--- config.mk ---
export PLATFORM = sky130hd
export DESIGN_NAME = pwr_gate_seq
export DESIGN_NICKNAME = d
export VERILOG_FILES = /design/src/rtl/pgs_pkg.sv /design/src/rtl/pgs_ctrl.sv /design/src/rtl/pgs_datapath.sv /design/src/rtl/pwr_gate_seq.sv
export SDC_FILE = /design/constraint.sdc
export NUM_CORES = 1
export LEC_CHECK = 0
export ABC_AREA = 1
export BUFFER_PORTS_ARGS = -buffer_cell sky130_fd_sc_hd__clkbuf_2
export CORE_UTILIZATION = 40
export DETAILED_ROUTE_END_ITERATION = 16
export PLACE_DENSITY = 0.67
export SYNTH_ARGS = -nofsm -noshare
export SYNTH_HDL_FRONTEND = slang
export SYNTH_SLANG_ARGS = --single-unit
--- constraint.sdc ---
create_clock -name clk -period 3.6 [get_ports clk]
set_clock_uncertainty 0.15 [all_clocks]
set_input_delay 0 -clock clk [delete_from_list [all_inputs] [get_ports clk]]
set_output_delay 0 -clock clk [all_outputs]
set_load 0.005 [all_outputs]
--- src/rtl/pgs_pkg.sv ---
package pgs_pkg;

  typedef enum logic [3:0] {
    ST_RUN,
    ST_CLKOFF,
    ST_RETAIN,
    ST_OFF,
    ST_CHARGE,
    ST_STAGE2,
    ST_RESET,
    ST_RELEASE,
    ST_RESTORE
  } seqState_t;

  typedef struct packed {
    logic clkRun;
    logic retain;
    logic stage1;
    logic stage2;
    logic rstHold;
    logic ready;
    logic loadCharge;
    logic loadRestore;
  } seqStrobe_t;

endpackage

--- src/rtl/pgs_ctrl.sv ---
module pgs_ctrl
  import pgs_pkg::*;
(
  input  logic       clk,
  input  logic       rstN,
  input  logic       sleepReq,
  input  logic       wakeReq,
  input  logic       chargeDone,
  input  logic       restoreDone,
  output seqStrobe_t strobe
);

  seqState_t state, nextState;
  logic wakePending;
  logic wakeGo;

  assign wakeGo = wakeReq || wakePending;

  always_ff @(posedge clk or negedge rstN) begin
    if (!rstN) begin
      state       <= ST_RUN;
      wakePending <= 1'b0;
    end else begin
      state <= nextState;
      if ((state == ST_CLKOFF || state == ST_RETAIN) && wakeReq)
        wakePending <= 1'b1;
      else if (state == ST_OFF && wakeGo)
        wakePending <= 1'b0;
    end
  end

  always_comb begin
    nextState = state;
    strobe    = '0;
    case (state)
      ST_RUN: begin
        strobe.clkRun = 1'b1;
        strobe.stage1 = 1'b1;
        strobe.stage2 = 1'b1;
        strobe.ready  = 1'b1;
        if (sleepReq) nextState = ST_CLKOFF;
      end
      ST_CLKOFF: begin
        strobe.stage1 = 1'b1;
        strobe.stage2 = 1'b1;
        nextState     = ST_RETAIN;
      end
      ST_RETAIN: begin
        strobe.retain = 1'b1;
        strobe.stage1 = 1'b1;
        strobe.stage2 = 1'b1;
        nextState     = ST_OFF;
      end
      ST_OFF: begin
        strobe.retain = 1'b1;
        if (wakeGo) begin
          strobe.loadCharge = 1'b1;
          nextState         = ST_CHARGE;
        end
      end
      ST_CHARGE: begin
        strobe.retain = 1'b1;
        strobe.stage1 = 1'b1;
        if (chargeDone) nextState = ST_STAGE2;
      end
      ST_STAGE2: begin
        strobe.retain = 1'b1;
        strobe.stage1 = 1'b1;
        strobe.stage2 = 1'b1;
        nextState     = ST_RESET;
      end
      ST_RESET: begin
        strobe.retain  = 1'b1;
        strobe.stage1  = 1'b1;
        strobe.stage2  = 1'b1;
        strobe.rstHold = 1'b1;
        nextState      = ST_RELEASE;
      end
      ST_RELEASE: begin
        strobe.stage1      = 1'b1;
        strobe.stage2      = 1'b1;
        strobe.loadRestore = 1'b1;
        nextState          = ST_RESTORE;
      end
      ST_RESTORE: begin
        strobe.clkRun = 1'b1;
        strobe.stage1 = 1'b1;
        strobe.stage2 = 1'b1;
        if (restoreDone) nextState = ST_RUN;
      end
      default: nextState = ST_RUN;
    endcase
  end

endmodule

--- src/rtl/pgs_datapath.sv ---
module pgs_datapath
  import pgs_pkg::*;
#(
  parameter int NUM_GROUPS     = 10,
  parameter int CNT_W          = 8,
  parameter int RESTORE_CYCLES = 4,
  parameter int CHARGE_BASE    = 2,
  parameter int CHARGE_STEP    = 1,
  parameter int MODE_W         = $clog2(NUM_GROUPS + 1)
) (
  input  logic                  clk,
  input  logic                  rstN,
  input  seqStrobe_t            strobe,
  input  logic [MODE_W-1:0]     wakeMode,
  input  logic                  cfgWrEn,
  input  logic [MODE_W-1:0]     cfgSel,
  input  logic [CNT_W-1:0]      cfgCount,
  output logic                  chargeDone,
  output logic                  restoreDone,
  output logic                  clkEnable,
  output logic                  retainOn,
  output logic                  clampOn,
  output logic                  coreRstN,
  output logic                  coreReady,
  output logic [NUM_GROUPS-1:0] modeLines
);

  localparam int RST_W = $clog2(RESTORE_CYCLES + 1);

  logic [CNT_W-1:0]  chargeTable [NUM_GROUPS];
  logic [CNT_W-1:0]  chargeCnt;
  logic [RST_W-1:0]  restoreCnt;
  logic [MODE_W-1:0] modeReg;
  logic [MODE_W-1:0] selMode;

  function automatic logic [MODE_W-1:0] clampMode(input logic [MODE_W-1:0] m);
    if (m == '0 || m > MODE_W'(NUM_GROUPS)) return MODE_W'(1);
    return m;
  endfunction

  assign selMode = clampMode(wakeMode);

  for (genvar g = 0; g < NUM_GROUPS; g++) begin : gTable
    localparam int DEF = CHARGE_BASE + CHARGE_STEP * (NUM_GROUPS - 1 - g);
    always_ff @(posedge clk or negedge rstN) begin
      if (!rstN) chargeTable[g] <= CNT_W'(DEF);
      else if (cfgWrEn && cfgSel == MODE_W'(g + 1)) chargeTable[g] <= cfgCount;
    end
  end

  always_ff @(posedge clk or negedge rstN) begin
    if (!rstN) begin
      modeReg    <= MODE_W'(1);
      chargeCnt  <= '0;
      restoreCnt <= '0;
    end else begin
      if (strobe.loadCharge) begin
        modeReg   <= selMode;
        chargeCnt <= chargeTable[selMode - MODE_W'(1)];
      end else if (chargeCnt != '0) begin
        chargeCnt <= chargeCnt - CNT_W'(1);
      end
      if (strobe.loadRestore) restoreCnt <= RST_W'(RESTORE_CYCLES);
      else if (restoreCnt != '0) restoreCnt <= restoreCnt - RST_W'(1);
    end
  end

  assign chargeDone  = (chargeCnt <= CNT_W'(1));
  assign restoreDone = (restoreCnt <= RST_W'(1));

  always_ff @(posedge clk or negedge rstN) begin
    if (!rstN) begin
      clkEnable <= 1'b1;
      retainOn  <= 1'b0;
      clampOn   <= 1'b0;
      coreRstN  <= 1'b1;
      coreReady <= 1'b1;
    end else begin
      clkEnable <= strobe.clkRun;
      retainOn  <= strobe.retain;
      clampOn   <= strobe.retain;
      coreRstN  <= !strobe.rstHold;
      coreReady <= strobe.ready;
    end
  end

  for (genvar g = 0; g < NUM_GROUPS; g++) begin : gLine
    logic lineOn;
    assign lineOn = (MODE_W'(g) < modeReg) ? strobe.stage1 : strobe.stage2;
    always_ff @(posedge clk or negedge rstN) begin
      if (!rstN) modeLines[g] <= 1'b0;
      else       modeLines[g] <= !lineOn;
    end
  end

endmodule

--- src/rtl/pwr_gate_seq.sv ---
module pwr_gate_seq
  import pgs_pkg::*;
#(
  parameter int NUM_GROUPS     = 10,
  parameter int CNT_W          = 8,
  parameter int RESTORE_CYCLES = 4,
  parameter int CHARGE_BASE    = 2,
  parameter int CHARGE_STEP    = 1,
  localparam int MODE_W        = $clog2(NUM_GROUPS + 1)
) (
  input  logic                  clk,
  input  logic                  rstN,
  input  logic                  sleepReq,
  input  logic                  wakeReq,
  input  logic [MODE_W-1:0]     wakeMode,
  input  logic                  cfgWrEn,
  input  logic [MODE_W-1:0]     cfgSel,
  input  logic [CNT_W-1:0]      cfgCount,
  output logic                  clkEnable,
  output logic                  retainOn,
  output logic                  clampOn,
  output logic                  coreRstN,
  output logic                  coreReady,
  output logic [NUM_GROUPS-1:0] modeLines
);

  seqStrobe_t strobe;
  logic chargeDone;
  logic restoreDone;

  pgs_ctrl i_ctrl (
    .clk         (clk),
    .rstN        (rstN),
    .sleepReq    (sleepReq),
    .wakeReq     (wakeReq),
    .chargeDone  (chargeDone),
    .restoreDone (restoreDone),
    .strobe      (strobe)
  );

  pgs_datapath #(
    .NUM_GROUPS     (NUM_GROUPS),
    .CNT_W          (CNT_W),
    .RESTORE_CYCLES (RESTORE_CYCLES),
    .CHARGE_BASE    (CHARGE_BASE),
    .CHARGE_STEP    (CHARGE_STEP),
    .MODE_W         (MODE_W)
  ) i_datapath (
    .clk         (clk),
    .rstN        (rstN),
    .strobe      (strobe),
    .wakeMode    (wakeMode),
    .cfgWrEn     (cfgWrEn),
    .cfgSel      (cfgSel),
    .cfgCount    (cfgCount),
    .chargeDone  (chargeDone),
    .restoreDone (restoreDone),
    .clkEnable   (clkEnable),
    .retainOn    (retainOn),
    .clampOn     (clampOn),
    .coreRstN    (coreRstN),
    .coreReady   (coreReady),
    .modeLines   (modeLines)
  );

endmodule

# Yosys cells after proc, flatten, opt, wreduce, memory -nomap -nowiden
# Cells that the tools add are included.
totals:
  reg_bits: 114
  in_bits: 21
  output_inout_bits: 15
  elab_cells: 143
classes:
  addsub: 3
  order_cmp: 14
  eq_ne: 22
  muxes: 36
  n_bitwise: 1
  n_reduce_logical: 38
ops:
  columns: ["operator", "n"]
  rows:
  - ["$pmux W4 S9", 1]
  - ["$bmux W8 S4", 1]
  - ["$eq A4 B3 Y1 const B", 8]
  - ["$mux W8", 4]
  - ["$mux W4", 6]
  - ["$mux W1", 22]
  - ["$eq A4 B2 Y1 const B", 4]
  - ["$eq A4 B4 Y1 const B", 4]
  - ["$lt A3 B4 Y1 const A", 4]
  - ["$logic_and A1 B1 Y1", 12]
  - ["$logic_not A1 Y1", 11]
  - ["$eq A4 B1 Y1 const B", 2]
  - ["$le A8 B1 Y1 const B", 1]
  - ["$logic_not A4 Y1", 2]
  - ["$lt A1 B4 Y1 const A", 2]
  - ["$lt A2 B4 Y1 const A", 2]
  - ["$lt A4 B4 Y1 const A", 2]
  - ["$reduce_bool A8 Y1", 1]
  - ["$reduce_or A8 Y1", 1]
  - ["$sub A8 B1 Y8 const B", 1]
  - ["$reduce_or A7 Y1", 1]
  - ["$mux W3", 2]
  - ["$reduce_bool A2 Y1", 3]
  - ["$ge A5 B5 Y1 const B", 1]
  - ["other kinds (12)", 16]

# Longest topological paths before layout
# Gate-level depths: netlist of the first run.
depth:
  word_depth: 10
  mapped_depth: 16
  depth_no_buf: 15

# Cells and area by module
# A second synthesis of the first run with hierarchy kept.
unflattened:
  cells_unflattened: 722
  hier_area_um2: 5794.3
by_module_without_submodules:
  columns: ["module", "n_inst", "cells_each", "area_per_inst_um2", "seq_area_each_um2"]
  rows:
  - ["pgs_datapath", 1, 667, 5441.5, 2756.4]
  - ["pgs_ctrl", 1, 55, 352.8, 125.1]

# Worst setup path before layout of the first run
# OpenSTA, ideal clock, no wires.
synth_timing:
  path_kind: "input -> register"
  startpoint: "input port wakeMode[1]"
  endpoint: "register i_datapath.chargeCnt[2]"
  setup_time_ns: 0.073
  arrival_ns: 1.826
  required_ns: 3.377
  slack_ns: 1.551
  stages: 12
  n_path_buf: 2
  cell_sequence: "nand2_1 nand2_1 nand2_1 clkbuf_1 nand3_1 ha_1 inv_1 clkbuf_1 nand3_1 nand3_1 nand3_1 a21oi_2"
synth_via:
  elab_chain_cells: 10
  elab_cells_between_ends: 11
  cone_classes: "add/sub: 1; order compare: 1; mux: 6; bitwise: 1; reduce/logical: 2"
synth_rtl:
  columns: ["element", "line", "source"]
  rows:
  - ["start, declared", "pwr_gate_seq.sv:15", "input logic [MODE_W-1:0] wakeMode,"]
  - ["$gt A4 B4 Y1 or $logic_not A4 Y1 (tied branches)", "pgs_datapath.sv:37", "if (m == '0 || m > MODE_W'(NUM_GROUPS)) return MODE_W'(1);"]
  - ["$logic_or A1 B1 Y1", "pgs_datapath.sv:37", null]
  - ["$mux W1", "pgs_datapath.sv:37", null]
  - ["$mux W4 (*)", "pgs_datapath.sv:38", "return m;"]
  - ["$sub A4 B1 Y4 (*)", "pgs_datapath.sv:59", "chargeCnt <= chargeTable[selMode - MODE_W'(1)];"]
  - ["$not A4 Y5 (implied by the code) (*)", "pgs_datapath.sv:59", null]
  - ["$bmux W8 S4 (*)", "pgs_datapath.sv:59", null]
  - ["$mux W8 (implied by the code) (*) (2 in series)", "pgs_datapath.sv:59", null]
  - ["$mux W8 (*)", "pgs_datapath.sv:57", "if (strobe.loadCharge) begin"]
  - ["end signal, assigned", "pgs_datapath.sv:59", null]
  - ["end signal, assigned", "pgs_datapath.sv:61", "chargeCnt <= chargeCnt - CNT_W'(1);"]
  - ["end, declared", "pgs_datapath.sv:31", "logic [CNT_W-1:0] chargeCnt;"]
# Every way passes the cells marked *; elsewhere a longest branch is shown, timed or not. The select of a mux whose other input is x is not followed.
# A chain may end at the register's enable or synchronous reset.

# Final worst setup path of the first run
layout_timing:
  startpoint: "input port wakeMode[2]"
  endpoint: "register i_datapath.chargeCnt[7]"
# The elaborated chain is that of the path after synthesis.

==> results of run 1 <==
## final cells by class
class,count,area [um2],area share
Clock buffer,22,474.2,0.06817
Clock inverter,10,227.7,0.03273
Inverter,101,379.1,0.05450
Multi-Input combinational cell,474,2333,0.3354
Sequential cell,114,2882,0.4142
Tap cell,180,225.2,0.03237
Timing Repair Buffer,62,435.4,0.06259
## cells in the final DEF (no fill, tap or decap), types with 4 or more instances in the layout
| cell | count |
|---|---|
| a21oi_1 | 14 |
| a21oi_2 | 7 |
| buf_4 | 6 |
| bufinv_16 | 7 |
| clkbuf_16 | 17 |
| clkbuf_2 | 34 |
| dfrtp_1 | 91 |
| dfstp_2 | 23 |
| dlygate4sd3_1 | 22 |
| ha_1 | 6 |
| inv_1 | 94 |
| inv_2 | 7 |
| nand2_1 | 177 |
| nand3_1 | 53 |
| nand4_1 | 22 |
| nor2_1 | 44 |
| o21ai_0 | 104 |
| o21ai_1 | 10 |
| o21ai_2 | 4 |
## worst reg2reg max path, delay by kind of cell (launching register included)
| kind | cells | cell delay [ps] |
|---|---|---|
| flip-flops | 1 | 410 |
| AO/OA/AOI/OAI | 2 | 670 |
| buffers and inverters | 1 | 220 |
| AND/OR/NAND/NOR | 4 | 590 |
## sequential cells by signal, indices dropped and copies added (netlist names), 3 cells and up
| name | count |
|---|---|
| i_ctrl.state | 4 |
| i_datapath.modeLines | 10 |
| i_datapath.chargeTable | 80 |
| i_datapath.chargeCnt | 8 |
| i_datapath.modeReg | 4 |
| i_datapath.restoreCnt | 3 |
## cell usage after synthesis, drive strengths merged
cell | number | area share
inv | 101 | 0.066
ha | 6 | 0.013
nor3 | 6 | 0.0078
a2111oi | 1 | 0.0015
dfrtp | 91 | 0.40
o22ai | 2 | 0.0022
or2 | 4 | 0.0044
nor2 | 47 | 0.034
dfstp | 23 | 0.11
buf | 9 | 0.013
clkbuf | 18 | 0.013
a21oi | 21 | 0.023
nor3b | 2 | 0.0026
o21ai | 118 | 0.11
o31ai | 1 | 0.0013
o2111ai | 1 | 0.0015
a21o | 1 | 0.0013
a31oi | 1 | 0.0011
o211ai | 3 | 0.0039
nand4 | 22 | 0.024
nand2 | 179 | 0.12
xnor2 | 3 | 0.0059
nand3 | 54 | 0.048
xor2 | 2 | 0.0063
## per-stage QoR
| step | utilization | worst slack, ps |
|---|---|---|
| 2_1_floorplan | - | 1551 |
| 3_3_place_gp | 0.4331 | 961.6 |
| 3_5_place_dp | 0.4331 | 902.9 |
| 4_1_cts | 0.4992 | 781.4 |
| 5_1_grt | 0.4992 | 502.1 |
| 6_report | 0.4992 | 707.9 |
## cell families after synthesis
family          Yosys count  synth area share
compound gates          149            0.1410
xor+xnor                  5           0.01219
fa+ha+maj                 6           0.01306
buf+inv                 128           0.09292
flops                   114            0.5012
simple gates            314            0.2396
## how the worst min path moves through the flow
stage,slack [ps],depth (start not counted),end,startpoint
after global routing,40,4,i_datapath.chargeCnt[6],wakeMode[0]
after CTS,8,4,i_datapath.chargeCnt[6],wakeMode[0]
after floorplan,-450,0,i_ctrl.state[0],rstN
after global placement,60,1,i_datapath.modeLines[1],rstN
after detailed placement,50,1,i_datapath.modeLines[1],rstN
final,9,4,i_datapath.chargeCnt[6],wakeMode[0]
## per-layer routing
layer | vias up | track usage | part of all wire
met3 | 30 | 0.05384 | 0.051
met4 | 0 | 0.1073 | 0.030
met1 | 2263 | 0.2772 | 0.46
met2 | 149 | 0.3418 | 0.46
met5 | - | 0 | 0
li1 | 2431 | - | -
## power groups by stage
stage	clock, mW	sequential, mW	combinational (mW)
after floorplan	0	1.91	1.04
after global placement	0	1.95	1.37
after detailed placement	0	1.96	1.41
after CTS	2.02	1.95	1.45
after global routing	2.08	2.00	1.69
final	2.00	1.95	1.44
==> out/metrics.yaml, run 1 <==
power_and_ir_drop:
  power.clock.fraction: 0.371
  power.density_nw_per_um2: 774.1
  p_total_mw: 5.385
  combinationalPowerShare: 0.267
  intPower_mw: 3.679
  power.static_leakage_nw: 3.404
  peakVddDrop_v: 0.0004105
  switching_power_mw: 1.706
  sw_frac_of_total: 0.3167
  share_seq_of_total_power: 0.362
timing:
  setup_repair_after_global_routing_missed_its_margin: "no"
  timing.hold.ws_ps: 8.632
  finalMaxSlewViolations: 0
  tightest_slew_ps: 1044
  fmax_mhz: 345.8
  finalHoldViolCount: 0
  finalCritPeriodShare: 0.8034
  timing.setup.tns_ps: 0
  max_slew_margin: 0.3001
  final.min_clock_period_ps: 2892
  final-setup-viol-count: 0
placement:
  post-place-cells: 909
  gpl.final_weighted_congestion: 0.9125
  placement.io_buffers: 35
  dp.final_hpwl_um: 9690
  placement.cell_area_um2: 6035
clocking:
  cts_max_path_buffers: 2
  clk_pin_slew_ps: 50
  clock-root-buffer: "clkbuf_16"
  tritoncts_num_sinks: 114
  worst_skew_pair.late_latency_ps: 420
  clock_buffer_count_from_cts: 17
  tritoncts: "built"
  count_of_hold_fix_buffers_inserted_at_cts: 22
  cts-resized-gates: 0
  post_cts.repair.setup_buffers: 0
  clock_tree.htree_level_count: 4
floorplan:
  std_cell_rows: 43
  core_um2: 13930
  io-pin-count: 36
  die_w_um: 121.9
  effective_utilization_at_floorplan: 0.4126
  die_height_um: 121.9
  floorplan.die_area_um2: 14860
logic_synthesis:
  syn_inst_count: 716
  synth_cell_type_count: 42
  postSynthNetCount: 743
  cell_area_after_technology_mapping_um2: 5749
  mean_area_per_synthesized_cell_um2: 8.030
  synth_seq_area_share: 0.5012
  ys_warn_count: 0
  register_bit_count_reported_by_yosys: 114
setup_path:
  start_kind: "input pin"
  critical_path_slowest_stage_cell: "dlygate4sd3_1"
  reg2regPathDepth: 7
  worstPathCellList: "dlygate4sd3_1 > clkbuf_2 > nor2_1 > nand2_1 > nand3_2 > inv_2 > ha_1 > xor2_4 > nand2_4 > nor2_8 > o21ai_1 > o21ai_1 > inv_1 > a21oi_2"
  rrSetupSlack_ps: 1480
  critical_path.most_common_cell: "o21ai_1"
  critical_path_cell_count: 14
  critical_path.startpoint: "wakeMode[2]"
  timing.setup.critical_path_class: "input pin to flip-flop"
  worst_path_buf_inv: 4
  timing.critical_path.to: "i_datapath.chargeCnt[7]"
  cp_max_fo: 22
  slowest_stage_delay_cp_ps: 550
  critical_path.endpoint_type: "flip-flop"
  cp.required_ps: 3800
  critical-path-top-delay-family: "simple AND/OR/NAND/NOR gates"
  reg2reg_to: "i_datapath.chargeCnt[5]"
  critical_path_arrival_ps: 3100
  timing.rr.start: "i_ctrl.state[3]"
layout:
  finalNetCount: 797
  insertedDiodeCount: 0
  fillers: 1353
  layout-area-overhead-vs-synth_pct: 21.00
  drive_gt1_frac: 0.1584
  final_cells: 963
  final_design_area_no_fill_um2: 6957
global_routing:
  groute.usage.overall: 0.2170
  grt-ovfl-total: 0
  antenna_violations_before_repair: 0
  number_of_global_route_vias_before_repair: 4725
  grt_pass1_wl_um: 24050
  largest_net_degree_at_the_start_of_global_routing: 76
route:
  wl_per_cell_um: 15.07
  detail_route.first_pass.iterations: 6
  post_drt_via_cell_ratio: 5.060
  detail_route.iter0.violations: 376
  detail-route-antenna-nets: 0
  route.final.wire_length_um: 14510
  remaining_drc_errors: 0
  routed-via-count: 4873
min_path:
  hold_path_class: "input pin to flip-flop"
job:
  drv.max_cap_violation_count: 0
run_status:
  outcome: "finished clean"
No activity file was read; power rests on OpenSTA's default activity.
==> run 2: changes to the inputs <==
- PLACE_DENSITY: 0.67 -> 0.7
- clock period: 3.6 -> 2.65 ns (I/O delays scaled with it)
==> out/metrics.yaml, run 2 (synthesis results as in run 1) <==
global_routing:
  groute.usage.overall: 0.2126  # -0.004480
  largest_net_degree_at_the_start_of_global_routing: 57  # -25%
  number_of_global_route_vias_before_repair: 4667  # -1.2%
  grt_pass1_wl_um: 23630  # -1.7%
  antenna_violations_before_repair: 0  # unchanged
  grt-ovfl-total: 0  # unchanged
power_and_ir_drop:
  intPower_mw: 4.560  # +24%
  combinationalPowerShare: 0.283  # +0.016
  power.clock.fraction: 0.334  # -0.037
  sw_frac_of_total: 0.3392  # +0.02248
  power.density_nw_per_um2: 995.9  # +29%
  switching_power_mw: 2.341  # +37%
  share_seq_of_total_power: 0.384  # +0.022
  power.static_leakage_nw: 3.382  # -0.67%
  peakVddDrop_v: 0.0005906  # +44%
layout:
  top_regs: "i_datapath.chargeTable: 80 flops, i_datapath.modeLines: 10 flops, i_datapath.chargeCnt: 8 flops"
  final_cells: 970  # +0.73%
  layout-area-overhead-vs-synth_pct: 20.52
  layout.cells.most_common: "nand2_1"
  finalNetCount: 804  # +0.88%
  most-common-layout-cells: "nand2_1, o21ai_0, inv_1, dfrtp_1, nand3_1"
  largest_reg_flops: 80  # unchanged
  largest-register: "i_datapath.chargeTable"
  insertedDiodeCount: 0  # unchanged
  drive_gt1_frac: 0.1684  # +0.009989
timing:
  timing.setup.tns_ps: 0  # unchanged
  finalCritPeriodShare: 0.8564
  final.min_clock_period_ps: 2269
  final-setup-viol-count: 0  # unchanged
  setup_repair_after_global_routing_missed_its_margin: "no"
  max_slew_margin: 0.5229  # +0.2228
  finalHoldViolCount: 0  # unchanged
  tightest_slew_ps: 713.7  # -330.5 ps
  fmax_mhz: 440.6
  finalMaxSlewViolations: 0  # unchanged
setup_path:
  cp.required_ps: 2850  # -950 ps
  timing.critical_path.to: "i_datapath.chargeCnt[7]"
  critical_path_arrival_ps: 2470  # -630 ps
  critical_path.startpoint: "wakeMode[2]"
  cp_max_fo: 9  # -59%
  reg2reg_to: "i_datapath.chargeCnt[5]"
  start_kind: "input pin"
  critical_path.endpoint_type: "flip-flop"
  timing.setup.critical_path_class: "input pin to flip-flop"
  rrSetupSlack_ps: 670  # -810 ps
  reg2regPathDepth: 7  # unchanged
  timing.rr.start: "i_ctrl.state[2]"
clocking:
  clock_tree.htree_level_count: 4  # unchanged
  tritoncts_num_sinks: 114  # unchanged
  clock_buffer_count_from_cts: 17  # unchanged
  tritoncts: "built"
  worst_skew_pair.late_latency_ps: 420  # about the same
  cts-resized-gates: 0  # unchanged
  clk_pin_slew_ps: 60  # about the same
  cts_max_path_buffers: 2  # unchanged
  clock-root-buffer: "clkbuf_16"
placement:
  dp.final_hpwl_um: 9539  # -1.6%
  placement.io_buffers: 35  # unchanged
  post-place-cells: 916  # +0.77%
  gpl.final_weighted_congestion: 0.8444  # -7.5%
route:
  routed-via-count: 4951  # +1.6%
  route.final.wire_length_um: 14230  # -2.0%
  detail-route-antenna-nets: 0  # unchanged
  detail_route.first_pass.iterations: 5  # -1
  post_drt_via_cell_ratio: 5.104  # +0.87%
  detail_route.iter0.violations: 271  # -28%
  remaining_drc_errors: 0  # unchanged
  wl_per_cell_um: 14.67  # -2.7%
run_status:
  outcome: "finished clean"
job:
  drv.max_cap_violation_count: 0  # unchanged
min_path:
  hold_path_class: "input pin to async pin"
floorplan:
  die_w_um: 121.9  # unchanged
  core_um2: 13930  # unchanged
  floorplan.die_area_um2: 14860  # unchanged
  die_height_um: 121.9  # unchanged
  std_cell_rows: 43  # unchanged
  effective_utilization_at_floorplan: 0.4126  # unchanged
  io-pin-count: 36  # unchanged
## run 2: power groups by stage
stage	Sequential [mW]	Clock (mW)	Combinational, mW
3_5_place_dp	2.66	0	1.92
5_1_grt	2.72	2.42	2.26
6_report	2.65	2.30	1.95
2_1_floorplan	2.60	0	1.42
4_1_cts	2.64	2.33	1.96
3_3_place_gp	2.65	0	1.87
## run 2: per-stage QoR
stage | hold WS [ps] | worst slack (ps) | area, um2 | power [mW] | util
floorplan | -445.6 | 601.0 | 5749 | 4.013 | -
global placement | -50.96 | 637.2 | 6100 | 4.520 | 0.4377
detailed placement | -47.02 | 563.6 | 6100 | 4.576 | 0.4377
CTS | 52.71 | 456.3 | 6929 | 6.934 | 0.4973
global route | 102.1 | 185.7 | 6929 | 7.401 | 0.4973
finish | 29.04 | 380.6 | 6929 | 6.901 | 0.4973
## run 2: cell type report
class | instances | area (um2)
clock buffers | 21 | 480.5
clock inverters | 11 | 128.9
fillers | 1320 | 7005
inverters | 101 | 379.1
multi-input cells | 474 | 2333
flip-flops and latches | 114 | 2882
well taps | 180 | 225.2
repair buffers | 69 | 500.5
## run 2: metal layers
| metal | track usage | share of wire | vias up |
|---|---|---|---|
| met5 | 0 | 0 | - |
| met4 | 0.09182 | 0.022 | 0 |
| met3 | 0.06273 | 0.059 | 26 |
| met2 | 0.3489 | 0.48 | 151 |
| met1 | 0.2584 | 0.44 | 2327 |
| li1 | - | - | 2447 |
## run 2: worst min path at each step
stage / start / end / slack (ps) / cells past startpoint
global placement: rstN / i_datapath.modeLines[1] / -50 / 1
detailed placement: rstN / i_datapath.modeLines[1] / -50 / 1
global route: rstN / i_datapath.retainOn / 100 / 2
floorplan: rstN / i_ctrl.state[0] / -450 / 0
finish: rstN / i_datapath.modeLines[0] / 30 / 2
CTS: rstN / i_datapath.modeReg[2] / 50 / 2
## run 2: repair_timing
action                                 CTS  global route
endpoints found under the hold margin  164             0
buffers inserted                         0             0
setup endpoints to repair                0             0
hold buffers                            22             0
## run 2: critical path, stage by stage
cell and delay [ps]:
dlygate4sd3_1 560, clkbuf_2 150, nor2_1 130, nand2_1 110
nand3_2 100, inv_2 40, ha_1 290, xnor2_2 480
nor2_1 110, nand3_1 100, nand2_1 50, nor2_1 120
nand2_1 100, a21oi_2 120
==> run 3: changes to the inputs <==
- REMOVE_ABC_BUFFERS: not set -> 1
==> out/metrics.yaml, run 3 (synthesis results as in run 1) <==
floorplan:
  effective_utilization_at_floorplan: 0.4126  # unchanged
  die_height_um: 121.9  # unchanged
  floorplan.die_area_um2: 14860  # unchanged
  die_w_um: 121.9  # unchanged
  io-pin-count: 36  # unchanged
  std_cell_rows: 43  # unchanged
  core_um2: 13930  # unchanged
global_routing:
  largest_net_degree_at_the_start_of_global_routing: 54  # -5.3%
  grtUsageMet1: 0.2714  # +0.01299
  groute.usage.overall: 0.2071  # -0.005476
  antenna_violations_before_repair: 0  # unchanged
  gr-usage-met3: 0.05150  # -0.01124
  grt.met2_usage: 0.3294  # -0.01942
  grt_most_used_layer: "met2"
  grt_pass1_wl_um: 23210  # -1.8%
  grt-ovfl-total: 0  # unchanged
  number_of_global_route_vias_before_repair: 4607  # -1.3%
route:
  route.final.wire_length_um: 13600  # -4.4%
  detail_route.iter0.violations: 350  # +29%
  wl_per_cell_um: 14.04  # -4.3%
  routed-via-count: 4832  # -2.4%
  remaining_drc_errors: 0  # unchanged
  post_drt_via_cell_ratio: 4.987  # -2.3%
  detail-route-antenna-nets: 0  # unchanged
  detail_route.first_pass.iterations: 5  # unchanged
timing:
  max_slew_margin: 0.5211  # -0.001750
  tightest_slew_ps: 716.3  # +2.619 ps
  fmax_mhz: 453.1  # +2.8%
  final.min_clock_period_ps: 2207  # -62.26 ps
  finalHoldViolCount: 0  # unchanged
  final-setup-viol-count: 0  # unchanged
  finalCritPeriodShare: 0.8329  # -0.02349
  setup_repair_after_global_routing_missed_its_margin: "no"
  finalMaxSlewViolations: 0  # unchanged
  timing.hold.ws_ps: 41.02  # +11.98 ps
setup_path:
  reg2reg_to: "i_datapath.chargeCnt[5]"
  rrSetupSlack_ps: 690  # +20 ps
  timing.rr.start: "i_ctrl.state[2]"
  critical_path_arrival_ps: 2400  # -70 ps
  critical_path.endpoint_type: "flip-flop"
  start_kind: "input pin"
  reg2regPathDepth: 7  # unchanged
  cp_max_fo: 8  # -1
  timing.setup.critical_path_class: "input pin to flip-flop"
  cp.required_ps: 2840  # about the same
min_path:
  whs_path_depth: 4
  hold_start: "wakeMode[0]"
  hold_path_class: "input pin to flip-flop"
  whs_endpoint: "i_datapath.chargeCnt[2]"
clocking:
  clk_pin_slew_ps: 50  # about the same
  post_cts.repair.setup_buffers: 0  # unchanged
  tritoncts_num_sinks: 114  # unchanged
  clock_tree.htree_level_count: 4  # unchanged
  clock-root-buffer: "clkbuf_16"
  cts_max_path_buffers: 2  # unchanged
  worst_skew_pair.late_latency_ps: 410  # about the same
  tritoncts: "built"
  clock_buffer_count_from_cts: 17  # unchanged
layout:
  layout-area-overhead-vs-synth_pct: 19.48
  layout.cells.most_common: "nand2_1"
  drive_gt1_frac: 0.1635  # -0.004856
  top_regs: "i_datapath.chargeTable: 80 flops, i_datapath.modeLines: 10 flops, i_datapath.chargeCnt: 8 flops"
  finalNetCount: 803  # -0.12%
  final_cells: 969  # -0.10%
  most-common-layout-cells: "nand2_1, o21ai_0, inv_1, dfrtp_1, nand3_1"
  largest_reg_flops: 80  # unchanged
  largest-register: "i_datapath.chargeTable"
  insertedDiodeCount: 0  # unchanged
placement:
  placement.io_buffers: 35  # unchanged
  post-place-cells: 916  # unchanged
  gpl.final_weighted_congestion: 0.8357  # -1.0%
  dp.final_hpwl_um: 8916  # -6.5%
power_and_ir_drop:
  power.clock.fraction: 0.313  # -0.021
  switching_power_mw: 2.227  # -4.9%
  peakVddDrop_v: 0.0005274  # -11%
  share_seq_of_total_power: 0.395  # +0.011
  power.density_nw_per_um2: 967.5  # -2.8%
  combinationalPowerShare: 0.292  # +0.009
  sw_frac_of_total: 0.3351  # -0.004143
  power.static_leakage_nw: 3.373  # -0.27%
  intPower_mw: 4.419  # -3.1%
run_status:
  outcome: "finished clean"
job:
  drv.max_cap_violation_count: 0  # unchanged
## run 3: cell types whose count changed in the layout (fill, tap and decap cells not counted), sizes merged
cell / before / now
clkbuf: 55 / 62
clkinv: 4 / 3
buf: 13 / 14
bufinv: 2 / 0
dlygate4sd3: 22 / 20
clkinvlp: 5 / 1
## run 3: critical path, cell delays in order
cell and delay, ps:
dlygate4sd3_1 530, clkbuf_2 140, nand2_1 70, nand2_1 60, nand2_1 110, nand3_2 90, inv_2 70, ha_1 320
xor2_4 320, nand2_4 120, nor2_8 160, o21ai_1 90, o21ai_1 130, inv_1 60, a21oi_2 110
## run 3: power by group through the flow
stage          combinational, mW  clock (mW)  sequential (mW)
4_1_cts                     1.96        2.11             2.62
3_3_place_gp                1.86           0             2.63
3_5_place_dp                1.91           0             2.65
2_1_floorplan               1.37           0             2.60
5_1_grt                     2.27        2.19             2.69
6_report                    1.94        2.08             2.63
## run 3: cell type report
type	instances	area, um2
clock buffer	28	526.8
clock inverter	4	22.52
tap	180	225.2
multi-input combinational	474	2333
timing repair buffer	68	500.5
sequential	114	2882
fill	1321	7066
inverter	101	379.1
## run 3: worst max-delay path by stage
stage                     start                      end  slack, ps
floorplan           wakeMode[1]  i_datapath.chargeCnt[6]       -280
global placement    wakeMode[1]  i_datapath.chargeCnt[7]        640
detailed placement  wakeMode[1]  i_datapath.chargeCnt[7]        590
CTS                 wakeMode[1]  i_datapath.chargeCnt[7]        450
global route        wakeMode[1]  i_datapath.chargeCnt[6]        260
finish              wakeMode[1]  i_datapath.chargeCnt[7]        440
## run 3: per-stage QoR
stage	setup WS [ps]	power [mW]	TNS [ps]	instance area, um2	utilization
floorplan	-284.3	3.972	-2086	5594	-
global placement	639.1	4.495	0	6100	0.4377
finish	442.9	6.646	0	6869	0.4930
CTS	453.8	6.689	0	6869	0.4930
detailed placement	586.9	4.552	0	6100	0.4377
global route	260.6	7.159	0	6869	0.4930
## run 3: repair_timing
action,in CTS,in global routing
gates resized for setup,0,0
endpoints found under the hold margin,187,0
hold buffers,21,0
## run 3: routing by layer
layer	share of wire	routed length [um]	vias up
met5	0	0	-
met4	0.012	157	0
met3	0.044	605	14
met2	0.47	6361	121
met1	0.48	6478	2248
li1	-	-	2449
